[config.mk]
export PLATFORM = sky130hd
export DESIGN_NAME = wdt_rst_pulse
export DESIGN_NICKNAME = d
export VERILOG_FILES = /design/src/rtl/wdt_rst_pulse_pkg.sv /design/src/rtl/wdt_pulse_cfg.sv /design/src/rtl/wdt_pulse_fsm.sv /design/src/rtl/wdt_pad_drive.sv /design/src/rtl/wdt_rst_pulse.sv
export SDC_FILE = /design/constraint.sdc
export NUM_CORES = 1
export LEC_CHECK = 0
export ABC_AREA = 1
export BUFFER_PORTS_ARGS = -buffer_cell sky130_fd_sc_hd__buf_2
export CORE_MARGIN = 1
export CORE_UTILIZATION = 25
export CTS_CLUSTER_DIAMETER = 50
export DETAILED_ROUTE_END_ITERATION = 6
export PLACE_DENSITY = 0.43
export SLEW_MARGIN = 25
export SYNTH_ARGS = -nofsm -noshare
export SYNTH_HDL_FRONTEND = slang
export SYNTH_SLANG_ARGS = --single-unit
[constraint.sdc]
create_clock -name clk -period 2.39 [get_ports clk]
set_clock_uncertainty 0.2 [all_clocks]
set_input_delay 0.239 -clock clk [delete_from_list [all_inputs] [get_ports clk]]
set_output_delay 0.239 -clock clk [all_outputs]
set_load 0.1 [all_outputs]
[src/rtl/wdt_rst_pulse_pkg.sv]
package wdt_rst_pulse_pkg;

    typedef enum logic [0:0] {
        ST_IDLE   = 1'b0,
        ST_ASSERT = 1'b1
    } pulse_state_t;

    typedef struct packed {
        logic act_high;
        logic push_pull;
    } pad_cfg_t;

    localparam logic [7:0] KEY_ACT_HIGH  = 8'hA5;
    localparam logic [7:0] KEY_ACT_LOW   = 8'h5A;
    localparam logic [7:0] KEY_PUSH_PULL = 8'hA8;
    localparam logic [7:0] KEY_OPEN_DRN  = 8'h8A;

    localparam int POL_BIT = 31;
    localparam int DRV_BIT = 30;

endpackage

[src/rtl/wdt_pulse_cfg.sv]
module wdt_pulse_cfg
    import wdt_rst_pulse_pkg::*;
#(
    parameter int          CNT_W     = 20,
    parameter logic [CNT_W-1:0] DUR_RESET = 'hFF
) (
    input  logic             clk,
    input  logic             rst_n,
    input  logic             wr_en,
    input  logic [31:0]      wr_data,
    output logic [CNT_W-1:0] dur_o,
    output pad_cfg_t         cfg_o,
    output logic [31:0]      rd_data_o
);

    localparam int TOP_LSB = 24;

    logic [7:0]       key_byte;
    pad_cfg_t         cfg_q, cfg_d;
    logic [CNT_W-1:0] dur_q;
    logic             unused_mid;

    assign key_byte   = wr_data[31:TOP_LSB];
    assign unused_mid = ^wr_data[TOP_LSB-1:CNT_W];

    always_comb begin
        cfg_d = cfg_q;
        if (wr_en) begin
            unique case (key_byte)
                KEY_ACT_HIGH:  cfg_d.act_high  = 1'b1;
                KEY_ACT_LOW:   cfg_d.act_high  = 1'b0;
                KEY_PUSH_PULL: cfg_d.push_pull = 1'b1;
                KEY_OPEN_DRN:  cfg_d.push_pull = 1'b0;
                default:       cfg_d           = cfg_q;
            endcase
        end
    end

    always_ff @(posedge clk or negedge rst_n) begin
        if (!rst_n) begin
            cfg_q <= '0;
            dur_q <= DUR_RESET;
        end else begin
            cfg_q <= cfg_d;
            if (wr_en) begin
                dur_q <= wr_data[CNT_W-1:0];
            end
        end
    end

    always_comb begin
        rd_data_o              = '0;
        rd_data_o[CNT_W-1:0]   = dur_q;
        rd_data_o[POL_BIT]     = cfg_q.act_high;
        rd_data_o[DRV_BIT]     = cfg_q.push_pull;
    end

    assign dur_o = dur_q;
    assign cfg_o = cfg_q;


    key_guard_chk: assert property (@(posedge clk) disable iff (!rst_n)
        (wr_en && key_byte != KEY_ACT_HIGH && key_byte != KEY_ACT_LOW &&
         key_byte != KEY_PUSH_PULL && key_byte != KEY_OPEN_DRN)
        |=> $stable(rd_data_o[31:30]));


    dur_load_chk: assert property (@(posedge clk) disable iff (!rst_n)
        wr_en |=> rd_data_o[CNT_W-1:0] == $past(wr_data[CNT_W-1:0]));

endmodule

[src/rtl/wdt_pulse_fsm.sv]
module wdt_pulse_fsm
    import wdt_rst_pulse_pkg::*;
#(
    parameter int CNT_W = 20
) (
    input  logic             clk,
    input  logic             rst_n,
    input  logic             tick,
    input  logic             trigger,
    input  logic [CNT_W-1:0] dur,
    output logic             active_o
);

    pulse_state_t     st_q, st_d;
    logic [CNT_W-1:0] cnt_q, cnt_d;

    always_comb begin
        st_d  = st_q;
        cnt_d = cnt_q;
        unique case (st_q)
            ST_IDLE: begin
                if (trigger) begin
                    st_d  = ST_ASSERT;
                    cnt_d = dur;
                end
            end
            ST_ASSERT: begin
                if (trigger) begin
                    cnt_d = dur;
                end else if (tick) begin
                    if (cnt_q == '0) begin
                        st_d = ST_IDLE;
                    end else begin
                        cnt_d = cnt_q - 1'b1;
                    end
                end
            end
            default: st_d = ST_IDLE;
        endcase
    end

    always_ff @(posedge clk or negedge rst_n) begin
        if (!rst_n) begin
            st_q  <= ST_IDLE;
            cnt_q <= '0;
        end else begin
            st_q  <= st_d;
            cnt_q <= cnt_d;
        end
    end

    always_comb begin
        unique case (st_q)
            ST_ASSERT: active_o = 1'b1;
            default:   active_o = 1'b0;
        endcase
    end


    fire_chk: assert property (@(posedge clk) disable iff (!rst_n)
        trigger |=> active_o);


    reload_chk: assert property (@(posedge clk) disable iff (!rst_n)
        trigger |=> cnt_q == $past(dur));


    hold_chk: assert property (@(posedge clk) disable iff (!rst_n)
        (active_o && !tick && !trigger) |=> (active_o && $stable(cnt_q)));


    idle_stay_chk: assert property (@(posedge clk) disable iff (!rst_n)
        (!active_o && !trigger) |=> !active_o);

endmodule

[src/rtl/wdt_pad_drive.sv]
module wdt_pad_drive
    import wdt_rst_pulse_pkg::*;
(
    input  logic     active,
    input  pad_cfg_t cfg,
    output logic     pin_o,
    output logic     oe_o
);

    always_comb begin
        pin_o = active ? cfg.act_high : ~cfg.act_high;
        oe_o  = cfg.push_pull | active;
    end

endmodule

[src/rtl/wdt_rst_pulse.sv]
module wdt_rst_pulse
    import wdt_rst_pulse_pkg::*;
#(
    parameter int               CNT_W     = 20,
    parameter logic [CNT_W-1:0] DUR_RESET = 'hFF
) (
    input  logic        clk,
    input  logic        rst_n,
    input  logic        tick_us,
    input  logic        trigger,
    input  logic        wr_en,
    input  logic [31:0] wr_data,
    output logic [31:0] rd_data,
    output logic        pin_level,
    output logic        pin_oe
);

    logic [CNT_W-1:0] dur;
    pad_cfg_t         cfg;
    logic             active;

    wdt_pulse_cfg #(.CNT_W(CNT_W), .DUR_RESET(DUR_RESET)) u_cfg (
        .clk       (clk),
        .rst_n     (rst_n),
        .wr_en     (wr_en),
        .wr_data   (wr_data),
        .dur_o     (dur),
        .cfg_o     (cfg),
        .rd_data_o (rd_data)
    );

    wdt_pulse_fsm #(.CNT_W(CNT_W)) u_fsm (
        .clk      (clk),
        .rst_n    (rst_n),
        .tick     (tick_us),
        .trigger  (trigger),
        .dur      (dur),
        .active_o (active)
    );

    wdt_pad_drive u_pad (
        .active (active),
        .cfg    (cfg),
        .pin_o  (pin_level),
        .oe_o   (pin_oe)
    );


    od_quiet_chk: assert property (@(posedge clk) disable iff (!rst_n)
        (!rd_data[DRV_BIT] && !active) |-> !pin_oe);


    pp_drive_chk: assert property (@(posedge clk) disable iff (!rst_n)
        rd_data[DRV_BIT] |-> pin_oe);


    pol_level_chk: assert property (@(posedge clk) disable iff (!rst_n)
        active |-> (pin_level == rd_data[POL_BIT]));

endmodule

==> metrics.log, run 1 <==
INFO  metric synth_edf_count = 0
INFO  metric post_synth_fa_ha_maj_area_fraction = 0.00955
INFO  metric first_global_vias = 2337
INFO  metric setup.worst_path.start_class = register
INFO  metric drcViolationCount = 0
INFO  metric floorplan.rows = 37
INFO  metric worstReg2RegEnd = u_fsm.cnt_q[16]
INFO  metric ff2ff_setup_slack = 350 ps
INFO  metric worst_path_arrival_time = 2030 ps
INFO  metric numCtsBuffers = 5
INFO  metric synthesis.instances = 359
INFO  metric clock_power_share = 0.227
INFO  metric cts_repair_resize_count = 0
INFO  metric antenna_cells = 0
INFO  metric grt_max_degree = 33
INFO  metric seq_area_frac_synth = 0.415
INFO  metric synth_compound_area_frac = 0.0960
INFO  metric netlist.top_cell.by_area = dfrtp_1
INFO  metric synth-xor-area-share = 0.0167
INFO  metric clkSinkCount = 43
INFO  metric switching_share = 0.437
INFO  metric dr_total_vias = 2442
INFO  metric drt_iter0_markers = 82
INFO  metric total_routed_length = 6750 um
INFO  metric avgSynthCellArea = 7.30 um^2
INFO  metric placement.io_buffers = 56
INFO  metric synth_top_area_frac = 0.334
INFO  metric sequentialPowerShare = 0.404
INFO  metric fin_setup_tns = 0 ps
INFO  metric drtAntennaViolNets = 0
INFO  metric final_common_cell = nand2_1
INFO  metric clock-root-buffer = clkbuf_8
INFO  metric path_class = reg2reg
INFO  metric synth_async_sr_flop_share = 1.00
INFO  metric clkTransAtPathRegs = 100 ps
INFO  metric dp_hpwl = 4790 um
INFO  metric layout-area-overhead-vs-synth = 27.0%
INFO  metric wl_per_cell = 11.8 um
INFO  metric synthesized_flop_and_latch_total = 43
INFO  metric final_layout_size_suffix_gt1_frac = 0.237
INFO  metric r2r-start = u_fsm.cnt_q[0]
INFO  metric critical_path.endpoint_type = register
INFO  metric min_to = u_cfg.dur_o[0]
INFO  metric ys_types = 33
INFO  metric layout.cells.most_common_list = 119 x nand2_1, 56 x buf_2, 38 x inv_1, 38 x nor2_1, 35 x dfrtp_1
INFO  metric placeableCoreArea = 10200 um^2
INFO  metric tritoncts = built
INFO  metric power_per_cell_area = 681 nW/um^2
INFO  metric intPower = 0.00127 W
INFO  metric fin_util = 0.325
INFO  metric first_pass_grt_wire_length = 11200 um
INFO  metric timing.hold.worst_path_depth = 4
INFO  metric worstSkewPairLatency = 300 ps
INFO  metric synth_top_family_by_area = simple AND/OR/NAND/NOR gates
INFO  metric cts-root-to-sink-buffers = 2
INFO  metric post-route-period-util = 0.853
INFO  metric dominantRegCellSynth = dfrtp_1
INFO  metric power.static_leakage = 1.67 nW
INFO  metric final-max-slew-violation-count = 0
INFO  metric grt.total_usage = 0.129
INFO  metric worst_hold_startpoint = wr_en
INFO  metric min_path_type = in2reg
INFO  metric timing.reg2reg.worst_path_depth = 9
INFO  metric vdd_drop_max = 0.000255 V
INFO  metric timing.critical_path.fanout_max = 9
INFO  metric initial_core_util = 0.256
INFO  metric final_net_count = 476
INFO  metric die_x = 104 um
INFO  metric fmaxAchievable = 491 MHz
INFO  metric p_switching = 0.000990 W
INFO  metric synth_simple_gate_area_share = 0.351
INFO  metric maxcap_viol_count = 0
INFO  metric combPwrFrac = 0.369
INFO  metric floorplan.die.height = 104 um
INFO  metric synth_mux_area_frac = 0
INFO  metric setup_viol = 0
INFO  metric rsz0062_at_grt = false
INFO  metric grt_remaining_overflow = 0
INFO  metric dr.pass1.iters = 4
INFO  metric detail_route.vias_per_cell = 4.25
INFO  metric timing_hold_violations_final = 0
INFO  metric syn_area = 2620 um^2
INFO  metric gp_congestion = 0.832
INFO  metric fin_crit = 2040 ps
INFO  metric top_level_ports = 71
INFO  metric timing.critical_path.required = 2380 ps
INFO  metric cts_htree_levels = 2
INFO  metric die_area = 10900 um^2
INFO  metric outcome = completed
INFO  metric synthTopCellsByArea = dfrtp_1 33%, nand2_1 17%, dfstp_2 8.0%
INFO  metric synth.yosys.warnings = 0
INFO  metric antenna_found_initial = 0
==> timing repair <==
item	4_1_cts	5_1_grt
hold buffers	21	0
setup endpoints to repair	0	0
setup buffers	0	0
endpoints found under the hold margin	32	0
==> power groups by stage <==
stage | combinational, W | clock, W | sequential [W]
final | 0.000836 | 0.000513 | 0.000915
after global routing | 0.000920 | 0.000558 | 0.000931
after CTS | 0.000847 | 0.000534 | 0.000917
after detailed placement | 0.000817 | 0 | 0.000929
after global placement | 0.000813 | 0 | 0.000928
after floorplan | 0.000425 | 0 | 0.00116
==> cells in the mapped netlist (2+ instances only) <==
master,count
nor2_1,38
o21ai_2,10
clkbuf_1,5
nor2_2,3
buf_6,2
nand3_2,5
or2_2,2
xnor2_1,4
nand3_1,30
dfstp_2,8
a31oi_1,3
a21oi_1,5
buf_4,10
dfrtp_1,35
nand2_1,119
ha_1,2
o21ai_0,24
inv_1,38
nand4_1,2
==> flip-flops by register name, indices dropped and copies added, names as in the netlist <==
| register | cells |
|---|---|
| u_cfg.cfg_o | 2 |
| u_fsm.st_q | 1 |
| u_cfg.dur_o | 20 |
| u_fsm.cnt_q | 20 |
==> cell families (layout without fill, tap and decap cells) <==
kind of cell    count (synthesis)  after routing
other cells                     1             10
xor+xnor                        5              5
compound gates                 42             42
fa+ha+maj                       2              2
flops                          43             43
buf+inv                        59            129
simple gates                  207            207
==> metrics by stage <==
step	area (um^2)	hold WS (ps)	setup slack (ps)	cells	total power (W)
after floorplan	2660	-257	117	368	0.00158
after global placement	3020	40.3	390	545	0.00174
after detailed placement	3020	35.0	370	545	0.00175
after CTS	3330	34.9	361	574	0.00230
after global routing	3330	29.6	163	574	0.00241
final	3330	37.0	352	574	0.00226
==> worst max-delay path, cell delays in order, from the launching register on <==
cell and delay [ps]:
dfrtp_1 410, inv_1 140, ha_1 210, nand2_1 130, nor2_2 440, nand2_1 110
nand2_1 80, nand3_1 60, nand3_1 100, o21ai_2 60
==> cell type report <==
cell class,count,area (um^2)
well taps,136,170
repair buffers,81,533
clock inverters,2,16.3
multi-input cells,266,1280
inverters,40,155
fillers,1106,6900
flip-flops and latches,43,1090
clock buffers,6,82.6
==> per-layer routing <==
layer  up-vias  wire length (um)  global-route usage
li1       1262                 -                   -
met1      1145              3170               0.159
met2        29              3350               0.226
met3         6               148              0.0219
met4         0                83              0.0388
met5         -                 0                   0
==> how the worst max path moves through the flow <==
stage,from,end,slack (ps)
6_report,u_fsm.cnt_q[0],u_fsm.cnt_q[16],350
5_1_grt,u_fsm.cnt_q[0],u_fsm.cnt_q[16],160
4_1_cts,u_fsm.cnt_q[0],u_fsm.cnt_q[16],360
3_5_place_dp,u_fsm.cnt_q[0],u_fsm.cnt_q[16],370
3_3_place_gp,u_fsm.cnt_q[0],u_fsm.cnt_q[10],390
2_1_floorplan,u_cfg.cfg_o[1],pin_level,120
(Power assumes the default switching activity.)
==> run 2, diff against run 1 <==
- CORE_UTILIZATION: 25 -> 30
- CTS_BUF_LIST: not set -> sky130_fd_sc_hd__clkbuf_16
- PLACE_DENSITY: 0.43 -> 0.5
==> run 2 against run 1 <==
Compared with the run above:
- critical path depth unchanged
- first-iteration DRC count up 71%
- register-to-register slack better by 50 ps
==> metrics.log, run 2 (synthesis gave the netlist of run 1 again) <==
INFO  metric grt_remaining_overflow = 0 (unchanged)
INFO  metric floorplan.rows = 33 (-11%)
INFO  metric first_pass_grt_wire_length = 10500 um (-6.5%)
INFO  metric fmaxAchievable = 503 MHz (+2.5%)
INFO  metric die_x = 95.5 um (-8.5%)
INFO  metric grt_busiest_layer = met2
INFO  metric r2r-start = u_fsm.cnt_q[0]
INFO  metric worst_path_largest_cell_delay = 400 ps (-40 ps)
INFO  metric drcViolationCount = 0 (unchanged)
INFO  metric final_common_cell = nand2_1
INFO  metric setup_viol = 0 (unchanged)
INFO  metric vdd_drop_max = 0.000344 V (+35%)
INFO  metric grt.total_usage = 0.151 (+0.0225)
INFO  metric post-route-period-util = 0.832 (-0.0207)
INFO  metric rsz0062_at_grt = false
INFO  metric worstReg2RegEnd = u_fsm.cnt_q[16]
INFO  metric cp-endpoint = u_fsm.cnt_q[16]
INFO  metric min_path_type = in2reg
INFO  metric grt_max_degree = 44 (+33%)
INFO  metric cts_htree_levels = 2 (unchanged)
INFO  metric layout.cells.most_common_list = 119 x nand2_1, 56 x buf_2, 38 x inv_1, 38 x nor2_1, 35 x dfrtp_1
INFO  metric first_global_vias = 2224 (-4.8%)
INFO  metric post-cts-setup-buffers = 0 (unchanged)
INFO  metric final-max-slew-violation-count = 0 (unchanged)
INFO  metric outcome = completed
INFO  metric critPathSlowestCell = dfrtp_1
INFO  metric die_area = 9110 um^2 (-16%)
INFO  metric global_route.usage.met3 = 0.0271 (+0.00518)
INFO  metric dr.pass1.iters = 5 (+1)
INFO  metric path_class = reg2reg
INFO  metric fin_crit = 1990 ps (-49.6 ps)
INFO  metric cts.hold.buffers_added = 21 (unchanged)
INFO  metric worst_path_arrival_time = 1960 ps (-70 ps)
INFO  metric placed_cells = 514 (-5.7%)
INFO  metric final_layout_size_suffix_gt1_frac = 0.235 (-0.00228)
INFO  metric timing.reg2reg.worst_path_depth = 9 (unchanged)
INFO  metric initial_core_util = 0.314 (+0.0580)
INFO  metric worstPathBufferInverterCount = 1 (unchanged)
INFO  metric clkTransAtPathRegs = 60 ps (-40 ps)
INFO  metric worst_setup_path_startpoint = u_fsm.cnt_q[0]
INFO  metric holdWs = 53.0 ps (+16.0 ps)
INFO  metric top_level_ports = 71 (unchanged)
INFO  metric dr_total_vias = 2469 (+1.1%)
INFO  metric gp_congestion = 0.804 (-3.3%)
INFO  metric ff2ff_setup_slack = 400 ps (+50 ps)
INFO  metric power.static_leakage = 1.69 nW (+0.92%)
INFO  metric pin_slew_with_the_least_headroom_to_its_limit = 581 ps
INFO  metric layout-area-overhead-vs-synth = 26.8%
INFO  metric wl_per_cell = 12.0 um (+1.8%)
INFO  metric timing.critical_path.fanout_max = 9 (unchanged)
INFO  metric dp_hpwl = 4430 um (-7.5%)
INFO  metric placement.io_buffers = 56 (unchanged)
INFO  metric total_routed_length = 6500 um (-3.7%)
INFO  metric clkSinkCount = 43 (unchanged)
INFO  metric grt_util_met2 = 0.260 (+0.0334)
INFO  metric setup.worst_path.start_class = register
INFO  metric timing.critical_path.required = 2360 ps (-20 ps)
INFO  metric clock-root-buffer = clkbuf_16
INFO  metric cp_top_delay_family = simple AND/OR/NAND/NOR gates
INFO  metric tritoncts = built
INFO  metric path_common_cell = nand2_1
INFO  metric antenna_found_initial = 0 (unchanged)
INFO  metric crit_cells = 9 (unchanged)
INFO  metric cts-root-to-sink-buffers = 2 (unchanged)
INFO  metric totalPowerFinal = 0.00243 W (+7.3%)
INFO  metric drt_iter0_markers = 140 (+71%)
INFO  metric power_per_cell_area = 732 nW/um^2 (+7.5%)
INFO  metric numCtsBuffers = 5 (unchanged)
INFO  metric grt_use_met1 = 0.189 (+0.0293)
INFO  metric fin_setup_tns = 0 ps (unchanged)
INFO  metric worstPathCellList = inv_1 > ha_1 > nand2_1 > nor2_2 > nand2_1 > nand2_1 > nand3_1 > nand3_1 > o21ai_2
INFO  metric max_slew_margin_vs_limit = 0.613
INFO  metric timing.hold.worst_path_depth = 4 (unchanged)
INFO  metric floorplan.die.height = 95.5 um (-8.5%)
INFO  metric placeableCoreArea = 8340 um^2 (-18%)
INFO  metric antenna_cells = 0 (unchanged)
INFO  metric worstSkewPairLatency = 290 ps (about the same)
INFO  metric final_net_count = 476 (unchanged)
INFO  metric detail_route.vias_per_cell = 4.55 (+6.9%)
INFO  metric timing_hold_violations_final = 0 (unchanged)
INFO  metric finalNonFillerCells = 543 (-5.4%)
INFO  metric drtAntennaViolNets = 0 (unchanged)
INFO  metric maxcap_viol_count = 0 (unchanged)
INFO  metric fin_util = 0.398 (+0.0731)
INFO  metric cts_repair_resize_count = 0 (unchanged)
INFO  metric critical_path.endpoint_type = register
run 2: worst min-delay path by stage:
stage / from / endpoint
2_1_floorplan: rst_n / u_cfg.cfg_o[0]
3_5_place_dp: rst_n / u_cfg.dur_o[10]
3_3_place_gp: rst_n / u_cfg.dur_o[10]
6_report: tick_us / u_fsm.st_q
4_1_cts: wr_data[30] / u_cfg.cfg_o[0]
5_1_grt: wr_data[30] / u_cfg.cfg_o[0]
run 2: where the power goes:
group          internal (W)  switching [W]
combinational      0.000208       0.000622
clock              0.000386       0.000299
sequential         0.000829      0.0000875
run 2: per-layer routing:
metal,share of wire,up-vias
met3,0.037,10
li1,-,1265
met5,0,-
met2,0.49,50
met4,0.020,0
met1,0.45,1144
run 2: final cells by class:
class | count | area (um^2)
Timing Repair Buffer | 81 | 520
Multi-Input combinational cell | 266 | 1280
Tap cell | 105 | 131
Inverter | 40 | 155
Clock buffer | 5 | 125
Fill cell | 926 | 5020
Sequential cell | 43 | 1090
Clock inverter | 3 | 20.0
run 2: stage by stage:
| step | worst slack, ps | cell area (um^2) |
|---|---|---|
| after floorplan | 117 | 2660 |
| after global placement | 411 | 2970 |
| after detailed placement | 394 | 2970 |
| after CTS | 384 | 3320 |
| after global routing | 206 | 3320 |
| final | 401 | 3320 |
run 2: worst register-to-register path, delay by kind of cell (launching register included):
kind / cells / cell delay [ps]
buffers and inverters: 1 / 140
adder cells (fa/ha/maj): 1 / 210
flip-flops: 1 / 400
AND/OR/NAND/NOR: 6 / 870
AO/OA/AOI/OAI: 1 / 60
